<file path="config.mk">
export PLATFORM = sky130hd
export DESIGN_NAME = wake_port_decoder
export DESIGN_NICKNAME = d
export VERILOG_FILES = /design/src/rtl/wake_pkg.sv /design/src/rtl/wake_addr_match.sv /design/src/rtl/wake_datapath.sv /design/src/rtl/wake_ctrl.sv /design/src/rtl/wake_port_decoder.sv
export SDC_FILE = /design/constraint.sdc
export NUM_CORES = 1
export LEC_CHECK = 0
export CAP_MARGIN = 20
export CORE_MARGIN = 2
export CORE_UTILIZATION = 32
export CTS_BUF_LIST = sky130_fd_sc_hd__clkbuf_8
export CTS_CLUSTER_SIZE = 12
export DETAILED_ROUTE_END_ITERATION = 10
export MAX_ROUTING_LAYER = met4
export PLACE_DENSITY_LB_ADDON = 0.05
export SYNTH_ARGS = -nofsm -noshare
export SYNTH_HDL_FRONTEND = slang
export SYNTH_SLANG_ARGS = --single-unit
</file>
<file path="constraint.sdc">
create_clock -name clk -period 2.8 [get_ports clk]
set_clock_uncertainty 0.1 [all_clocks]
set_input_delay 0.56 -clock clk [delete_from_list [all_inputs] [get_ports clk]]
set_output_delay 0.56 -clock clk [all_outputs]
set_load 0.1 [all_outputs]
</file>
<file path="src/rtl/wake_pkg.sv">
package wake_pkg;
  localparam int CMD_W = 8;

  localparam logic [CMD_W-1:0] CMD_RELEASE = 8'h00;
  localparam logic [CMD_W-1:0] CMD_ATTN    = 8'h01;
  localparam logic [CMD_W-1:0] CMD_HALT    = 8'h02;

  // strobes from the decode datapath to the control
  typedef struct packed {
    logic relStb;
    logic attnStb;
    logic haltStb;
  } cmdStrobes_t;

  // strobes from the control back to the datapath
  typedef struct packed {
    logic clearRegs;
  } dpCtrl_t;
endpackage

</file>
<file path="src/rtl/wake_addr_match.sv">
module wake_addr_match #(
  parameter int ADDR_W = 16
) (
  input  logic [ADDR_W-1:0] hostAddr,
  input  logic [ADDR_W-1:0] portAddr,
  input  logic              wideAddrMode,
  output logic              addrHit
);
  localparam int LO_W = ADDR_W / 2;

  logic [ADDR_W-1:0] bitOk;

  for (genvar i = 0; i < ADDR_W; i++) begin : g_bit
    if (i < LO_W) begin : g_lo
      assign bitOk[i] = (hostAddr[i] == portAddr[i]);
    end else begin : g_hi
      assign bitOk[i] = (hostAddr[i] == portAddr[i]) || !wideAddrMode;
    end
  end

  assign addrHit = &bitOk;
endmodule

</file>
<file path="src/rtl/wake_datapath.sv">
module wake_datapath
  import wake_pkg::*;
#(
  parameter int ADDR_W = 16,
  parameter int REG_W  = 8
) (
  input  logic              clk,
  input  logic              rstN,
  input  logic [ADDR_W-1:0] hostAddr,
  input  logic [CMD_W-1:0]  hostData,
  input  logic              hostWrStrobe,
  input  logic [ADDR_W-1:0] portAddr,
  input  logic              wideAddrMode,
  input  logic              localWe,
  input  logic [REG_W-1:0]  localWd,
  input  dpCtrl_t           dpCtrl,
  output cmdStrobes_t       cmdStb,
  output logic [REG_W-1:0]  localRegQ
);
  logic addrHit;
  logic cmdValid;

  wake_addr_match #(.ADDR_W(ADDR_W)) u_match (
    .hostAddr    (hostAddr),
    .portAddr    (portAddr),
    .wideAddrMode(wideAddrMode),
    .addrHit     (addrHit)
  );

  assign cmdValid = hostWrStrobe && addrHit;

  always_comb begin
    cmdStb = '0;
    if (cmdValid) begin
      unique case (hostData)
        CMD_RELEASE: cmdStb.relStb  = 1'b1;
        CMD_ATTN:    cmdStb.attnStb = 1'b1;
        CMD_HALT:    cmdStb.haltStb = 1'b1;
        default:     cmdStb = '0;
      endcase
    end
  end

  always_ff @(posedge clk or negedge rstN) begin
    if (!rstN) begin
      localRegQ <= '0;
    end else if (dpCtrl.clearRegs) begin
      localRegQ <= '0;
    end else if (localWe) begin
      localRegQ <= localWd;
    end
  end
endmodule

</file>
<file path="src/rtl/wake_ctrl.sv">
module wake_ctrl
  import wake_pkg::*;
(
  input  logic        clk,
  input  logic        rstN,
  input  cmdStrobes_t cmdStb,
  input  logic        intrRaise,
  output dpCtrl_t     dpCtrl,
  output logic        ctrlResetOut,
  output logic        chanAttn,
  output logic        intrPending
);
  logic resetQ;
  logic attnQ;
  logic pendQ;

  always_ff @(posedge clk or negedge rstN) begin
    if (!rstN) begin
      resetQ <= 1'b1;
      attnQ  <= 1'b0;
      pendQ  <= 1'b0;
    end else begin
      attnQ <= cmdStb.attnStb && !resetQ;
      if (cmdStb.haltStb) begin
        resetQ <= 1'b1;
      end else if (cmdStb.relStb) begin
        resetQ <= 1'b0;
      end
      if (resetQ || cmdStb.relStb || cmdStb.haltStb) begin
        pendQ <= 1'b0;
      end else if (intrRaise) begin
        pendQ <= 1'b1;
      end
    end
  end

  assign dpCtrl.clearRegs = resetQ;
  assign ctrlResetOut     = resetQ;
  assign chanAttn         = attnQ;
  assign intrPending      = pendQ;
endmodule

</file>
<file path="src/rtl/wake_port_decoder.sv">
module wake_port_decoder
  import wake_pkg::*;
#(
  parameter int ADDR_W = 16,
  parameter int REG_W  = 8
) (
  input  logic              clk,
  input  logic              rstN,
  input  logic [ADDR_W-1:0] hostAddr,
  input  logic [CMD_W-1:0]  hostData,
  input  logic              hostWrStrobe,
  input  logic [ADDR_W-1:0] portAddr,
  input  logic              wideAddrMode,
  input  logic              intrRaise,
  input  logic              localWe,
  input  logic [REG_W-1:0]  localWd,
  output logic              ctrlResetOut,
  output logic              chanAttn,
  output logic              intrPending,
  output logic [REG_W-1:0]  localRegQ
);
  cmdStrobes_t cmdStb;
  dpCtrl_t     dpCtrl;

  wake_datapath #(.ADDR_W(ADDR_W), .REG_W(REG_W)) u_dp (
    .clk         (clk),
    .rstN        (rstN),
    .hostAddr    (hostAddr),
    .hostData    (hostData),
    .hostWrStrobe(hostWrStrobe),
    .portAddr    (portAddr),
    .wideAddrMode(wideAddrMode),
    .localWe     (localWe),
    .localWd     (localWd),
    .dpCtrl      (dpCtrl),
    .cmdStb      (cmdStb),
    .localRegQ   (localRegQ)
  );

  wake_ctrl u_ctrl (
    .clk         (clk),
    .rstN        (rstN),
    .cmdStb      (cmdStb),
    .intrRaise   (intrRaise),
    .dpCtrl      (dpCtrl),
    .ctrlResetOut(ctrlResetOut),
    .chanAttn    (chanAttn),
    .intrPending (intrPending)
  );
endmodule

</file>
After elaboration in Yosys (flattened, before gate mapping):

Cells that the tools add are included.
W data, S select, Z words.

* mux-type cells: 10
* equality and inequality tests: 18
* reduce and logical (&&, ||, !) cells: 19

Operators by type and width (count)
* $eq A1 B1 Y1: 16
* $mux W8: 2
* $reduce_and A16 Y1: 1
* $logic_or A1 B1 Y1: 10
* $eq A8 B1 Y1 const B: 1
* $eq A8 B2 Y1 const B: 1
* $logic_not A8 Y1: 1
* $mux W1: 7
* $reduce_bool A2 Y1: 3
* $mux W3: 1
* $logic_and A1 B1 Y1: 2
* $logic_not A1 Y1: 2

* register bits: 11
* input port bits: 54
* output and inout port bits: 11

Longest topological paths before layout:

Gate-level depths: netlist of the first run.

* depth in word-level cells: 8
* mapped depth: 5
* gate-level depth less buffers: 5

Hierarchy:

From an unflattened synthesis of the first run, not the netlist that was laid out.

* cells, all modules: 63
* area, all modules: 666.9 um^2

Modules (own cells, without submodules)
* wake_datapath: cells each 32, times used 1, area an instance 372.9 um^2
* wake_addr_match: cells each 22, times used 1, area an instance 176.4 um^2
* wake_ctrl: cells each 9, times used 1, area an instance 117.6 um^2

Worst setup path before layout of the first run:

No wires, ideal clock.

* path type: input port to flip-flop
* start point: input port portAddr[5]
* end point: register u_ctrl.resetQ (netlist: u_ctrl.ctrlResetOut)
* library setup time: 0.085 ns
* cell stages on the path: 5
* arrival time: 1.631 ns
* path buffers: 0
* slack: 0.984 ns
* cell sequence: xor2_1 -> nor4_2 -> nand4_1 -> nor3b_2 -> mux2_1

* cells in the longest elaborated chain, start to end: 5

Ends and longest elaborated chain
* from (decl): RTL line wake_port_decoder.sv:12 `input logic [ADDR_W-1:0] portAddr,`
* $eq A1 B1 Y1 (*): RTL line wake_addr_match.sv:15 `assign bitOk[i] = (hostAddr[i] == portAddr[i]);`
* $reduce_and A16 Y1 (*): RTL line wake_addr_match.sv:21 `assign addrHit = &bitOk;`
* $logic_and A1 B1 Y1 (*): RTL line wake_datapath.sv:30 `assign cmdValid = hostWrStrobe && addrHit;`
* $mux W3 (*): RTL line wake_datapath.sv:34 `if (cmdValid) begin`
* $mux W1 or $reduce_bool A2 Y1 (tied branches)
* to (signal assigned): RTL line wake_ctrl.sv:19 `resetQ <= 1'b1;`
* to (signal assigned): RTL line wake_ctrl.sv:25 `resetQ <= 1'b1;`
* to (signal assigned): RTL line wake_ctrl.sv:27 `resetQ <= 1'b0;`
* to (decl): RTL line wake_ctrl.sv:13 `logic resetQ;`

Mark *: on every way between the ends. The rest lies on a longest branch, timed or not.
A chain may end at the register's enable or synchronous reset.

Worst setup path after layout of the first run:

Same ends and word-level chain as after synthesis.

==> impl_results.md, run 1 <==
- Clock sinks: 11
- Crit end category: flip-flop
- Total power: roughly 560 uW
- First-pass GRT wire length: 2700 microns
- Final design utilization: between 60% and 70%
- Post-CTS Setup Bufs: 0
- Post-CTS Hold Fix Bufs: 0
- Drt pass-1 iters: 1
- Port buffer count: 64
- Crit start category: input pin
- Cell Area, Synth: between 600 and 700 sq um
- Most area-consuming cells after synthesis: dfrtp_1 39%, mux2i_1 12%, xnor2_1 11%
- DR iter-0 viols: 0
- CTS tree: yes
- LEAKAGE: 0.000553 uW
- P_int: ~370 uW
- Fin. Hold Viols: 0
- DIE WIDTH: 48.9 microns
- Final #Nets: around 180
- Slowest CP cell: clkdlybuf4s50_1
- Max Cap Viol: 0
- Pin count of the biggest net entering global routing: 13
- FF-to-FF setup slack: ~1.8 ns
- Post-CTS sizing: 0
- DRC errors left: 0
- Period minus WS final: 2.08 ns
- CP peak stage delay: about 0.42 ns
- Critical path buffers and inverters: 1
- Vias in the first global route: between 600 and 700
- Synth Area per Inst: about 11 sq um
- Setup TNS: 0 ns
- Final setup viols: 0
- CP cell instances: clkdlybuf4s50_1 -> xor2_1 -> nor4_2 -> nand4_1 -> nor3b_2 -> mux2_1
- Routed via count: slightly below 700
- Sequential power share: 31.7%
- Commonest cells post-synth: 10 x dfrtp_1, 10 x nor2_1, 8 x mux2i_1, 8 x xnor2_1, 8 x xor2_1
- Net switching power: 188 uW
- Final antenna-violating net count: 0
- Max H-tree Level: 1
- Synth Warn #: 0
- Area delta synth->final: 106%
- RSZ-0062 raised after global routing: no
- Total GRT Usage: around 15%
- Synth top area share: about two fifths
- Syn Inst Count: 60
- Final HPWL DP: between 1000 and 1500 microns
- Worst skew pair latency: approximately 0.23 ns
- Comb power frac: roughly two fifths
- Clk root buf: clkbuf_8
- Final Cycle Share: roughly 74%
- Cell Rows: 16
- Slew Viols, Final: 0
- Post-synth net total: roughly 110
- Total CTS buffers: 3
- Core area: about 1900 sq um
- Layout cells sized above 1: between 10% and 20%
- Max Buffers Root-to-Sink: 2
- EDFF count, synth: 0
- Critical path type: in -> reg
- DR WL/cell: about 11 microns
- Starting density of the core: about a third
- Slew HR: just under 70%
- CP max FO: 2
- Worst-path clk slew: roughly 0.05 ns
- Post-synth top area cell: dfrtp_1
- Worst EP arrival: 2.14 ns
- Seq/Total Area, Yosys: between 40% and 50%
- Netlist cell types: 16
- Critical path's top delay family: simple AND/OR/NAND/NOR gates
- Vias per Instance: 4.40
- Clk network pwr share: 27.2%
- GRT Residual Overflow: 0
- Fmax: 0.480 GHz
- Synth Register Bits: 11
- Min-delay worst type: reg -> reg
- Slew @ Worst Pin: around 0.49 ns
- Peak supply drop: 0.293 mV
- Net switching share of the total power: between 30% and 40%
- Worst Path Required: between 2 and 3 ns
- Async set-reset flop share out of synthesis: 100%
- Status: finished clean
- Initial antenna violation count: 0
- Die Y: around 50 microns
- Ys flop type: dfrtp_1
- PwrDens: between 400 and 500 nW/um^2
- I/O pins: 65
- WL final: 1620 microns
- GPL Wtd Cong: 0.637
- Diode count: 0
- Die area: approximately 2400 sq um
[area by class of cell]
cell class	count	area [sq um]
Timing Repair Buffer	64	613
Fill cell	163	592
Multi-Input combinational cell	47	360
Sequential cell	11	277
Clock buffer	3	41.3
Tap cell	27	33.8
Clock inverter	1	5.00
[power by group through the flow]
stage	combinational [uW]	clock (uW)	sequential (uW)
2_1_floorplan	38.8	0	265
5_1_grt	242	163	179
3_5_place_dp	231	0	180
3_3_place_gp	228	0	179
4_1_cts	232	156	177
6_report	229	152	177
[per-stage QoR]
stage	area, sq um	hold WS (ns)	worst slack, ns	std cells
2_1_floorplan	644	0.164	0.984	60
3_3_place_gp	1280	0.402	0.464	149
3_5_place_dp	1280	0.414	0.438	149
4_1_cts	1330	0.426	0.682	153
5_1_grt	1330	0.455	0.594	153
6_report	1330	0.419	0.715	153
[flip-flops by register name, summed over array words and instances (netlist names)]
signal	count
u_dp.localRegQ	8
u_ctrl.ctrlResetOut	1
u_ctrl.chanAttn	1
u_ctrl.intrPending	1
[final timing paths]
| path | from | endpoint | cells past startpoint |
|---|---|---|---|
| max | portAddr[5] | u_ctrl.ctrlResetOut | 6 |
| min | u_dp.localRegQ[3] | u_dp.localRegQ[3] | 2 |
| max reg2reg | u_ctrl.ctrlResetOut | u_ctrl.chanAttn | 3 |
| min reg2reg | u_dp.localRegQ[3] | u_dp.localRegQ[3] | 2 |
| max in group asynchronous | rstN | u_ctrl.ctrlResetOut | 1 |
| min in group asynchronous | rstN | u_dp.localRegQ[1] | 1 |
[kinds of logic after synthesis]
kind of cell / after synthesis / share of synthesized area, %
mux: 9 / 14.2
flops: 11 / 42.9
buf+inv: 2 / 1.17
simple gates: 21 / 19.2
compound gates: 1 / 0.776
xor+xnor: 16 / 21.7
[layout by cell type, fill, tap and decap left out, types with 2 or more instances in the layout]
cell and n:
nor4_2 2, clkdlybuf4s50_1 53, xnor2_1 8, dfrtp_1 10, xor2_1 8, buf_4 11
clkbuf_8 3, nor2_1 10, nor3_1 2, mux2i_1 8, nand4_1 3
[tightest hold or removal path, cell delays in order, from the launching register on]
cell and delay [ns]:
dfrtp_1 0.34, mux2i_1 0.07, nor2_1 0.08
[per-layer routing]
layer	wire (microns)	vias to the layer above	global-route usage [%]
met2	896	37	28.3
met5	0	-	-
met3	158	2	5.52
li1	-	336	-
met1	543	298	13.6
met4	20	0	5.24
(Power assumes the default switching activity.)
==> run 2: changes to the inputs <==
CORE_UTILIZATION = 30   (was 32)
clock period = 2.1 ns   (was 2.8 ns; I/O delays follow)
==> impl_results.md, run 2 (synthesis gave the netlist of run 1 again) <==
- Status: finished clean
- Hold slack: 0.405 ns
- Core area: 2000 sq um
- DIE WIDTH: 50.3 microns
- GRT Residual Overflow: 0
- Period minus WS final: 1.98 ns
- Post-CTS Hold Fix Bufs: 0
- Final Cycle Share: ~94%
- Slew HR: just under 70%
- Crit start category: input pin
- Cell Rows: 16
- R2R cell count: 3
- FF-to-FF End: u_ctrl.chanAttn
- Clk root buf: clkbuf_8
- Fmax: approximately 0.50 GHz
- Total CTS buffers: 3
- Worst-path clk slew: 0.05 ns
- Max H-tree Level: 1
- Slew Viols, Final: 0
- FF-to-FF setup slack: 1.04 ns
- Biggest register: u_dp.localRegQ
- Pin count of the biggest net entering global routing: 13
- Layout cells sized above 1: roughly 16%
- Final setup viols: 0
- Setup TNS: 0 ns
- Diode count: 0
- Worst skew pair latency: between 0.2 and 0.25 ns
- Initial antenna violation count: 0
- Vias in the first global route: between 600 and 700
- Final antenna-violating net count: 0
- Fin. Hold Viols: 0
- Final #Nets: roughly 180
- DR WL/cell: around 11 microns
- Final HPWL DP: 1480 microns
- Min-delay worst type: in -> async
- GPL Wtd Cong: 0.678
- Starting density of the core: between 30 and 40%
- Die Y: approximately 50 microns
- Max Buffers Root-to-Sink: 2
- DR iter-0 viols: 3
- Post-Place Cells: 150
- Crit end category: flip-flop
- I/O pins: between 60 and 70
- Fill cells: 165
- Port buffer count: 64
- Max FFs per register: 8
- Critical path type: in -> reg
- Max Cap Viol: 0
- Peak supply drop: 0.447 mV
- Slew @ Worst Pin: 0.459 ns
- Vias per Instance: 4.37
- DRC errors left: 0
- WL final: approximately 1800 microns
- Drt pass-1 iters: 3
- Routed via count: around 680
- Worst EP arrival: between 2 and 2.5 ns
- Area delta synth->final: 111%
- Worst Path Required: roughly 2.2 ns
- CTS tree: yes
- PwrDens: between 500 and 600 nW/um^2
- Commonest non-fill, non-tap cells in the layout: 52 x clkdlybuf4s50_1, 12 x buf_4, 10 x nor2_1, 10 x dfrtp_1
- FF-to-FF Start: u_ctrl.ctrlResetOut
- LEAKAGE: 0.000576 uW
- Clock sinks: 11
- Total GRT Usage: about 15%
- Die area: around 2500 sq um
- Non-Filler Instances: about 160
- First-pass GRT wire length: about 2800 microns
- CP max FO: 2
- Most common cell after layout, fill and taps aside: clkdlybuf4s50_1
-- run 2: cell count changes in the layout (fill, tap and decap cells not counted) --
| cell | previous run | this run |
|---|---|---|
| buf_12 | 0 | 1 |
| buf_4 | 11 | 12 |
| clkdlybuf4s50_1 | 53 | 52 |
| clkinv_2 | 1 | 0 |
| dlymetal6s2s_1 | 0 | 1 |
| inv_1 | 0 | 1 |
| mux2_1 | 1 | 0 |
| mux2_4 | 0 | 1 |
-- run 2: layout make-up --
cell class	count	area, sq um	area share (%)
Clock buffer	3	41.3	3.03
Clock inverter	1	3.75	0.275
Multi-Input combinational cell	47	364	26.7
Sequential cell	11	277	20.3
Tap cell	27	33.8	2.48
Timing Repair Buffer	66	643	47.2
-- run 2: timing repair --
item,CTS,global route
buffers inserted,0,1
setup endpoints to repair,0,1
resized for setup,0,2
-- run 2: stage by stage --
stage                     power, uW  util [%]  setup slack, ns  area (sq um)
after floorplan                 405         -            0.424           644
after global placement          544      65.1           -0.124          1300
after detailed placement        548      65.1           -0.146          1300
after CTS                       752      67.4           0.0819          1350
after global routing            781      68.1         -0.00187          1360
final                           743      68.1            0.116          1360
-- run 2: critical path, cell delays in order --
cell and delay (ns):
clkdlybuf4s50_1 0.42, xor2_1 0.17, nor4_2 0.25, nand4_1 0.17, nor3b_2 0.29, mux2_4 0.32
-- run 2: how the worst max path moves through the flow --
stage / startpoint / endpoint / slack (ns) / cells past startpoint
2_1_floorplan: portAddr[5] / u_ctrl.ctrlResetOut / 0.42 / 5
3_3_place_gp: portAddr[5] / u_ctrl.ctrlResetOut / -0.12 / 6
3_5_place_dp: portAddr[5] / u_ctrl.ctrlResetOut / -0.15 / 6
4_1_cts: portAddr[5] / u_ctrl.ctrlResetOut / 0.08 / 6
5_1_grt: portAddr[3] / u_ctrl.ctrlResetOut / -0.002 / 6
6_report: portAddr[1] / u_ctrl.ctrlResetOut / 0.12 / 6
-- run 2: per-layer routing --
metal / vias to the layer above / share of wire (%) / GRT usage, %
met1: 300 / 34 / 15.4
li1: 341 / - / -
met4: 0 / 1.5 / 5.41
met3: 4 / 10 / 5.65
met5: - / 0 / -
met2: 33 / 54 / 26.1
-- run 2: report_power, final --
part           internal (uW)  switching, uW  total [uW]
Clock                    128           72.9         201
Combinational            136            170         307
Sequential               228           7.64         236
==> run 3: changes to the inputs <==
CTS_CLUSTER_DIAMETER = 100   (was unset)
==> results of run 3 <==
Same layout as run 2: the final DEF is identical, and so are final timing and power.
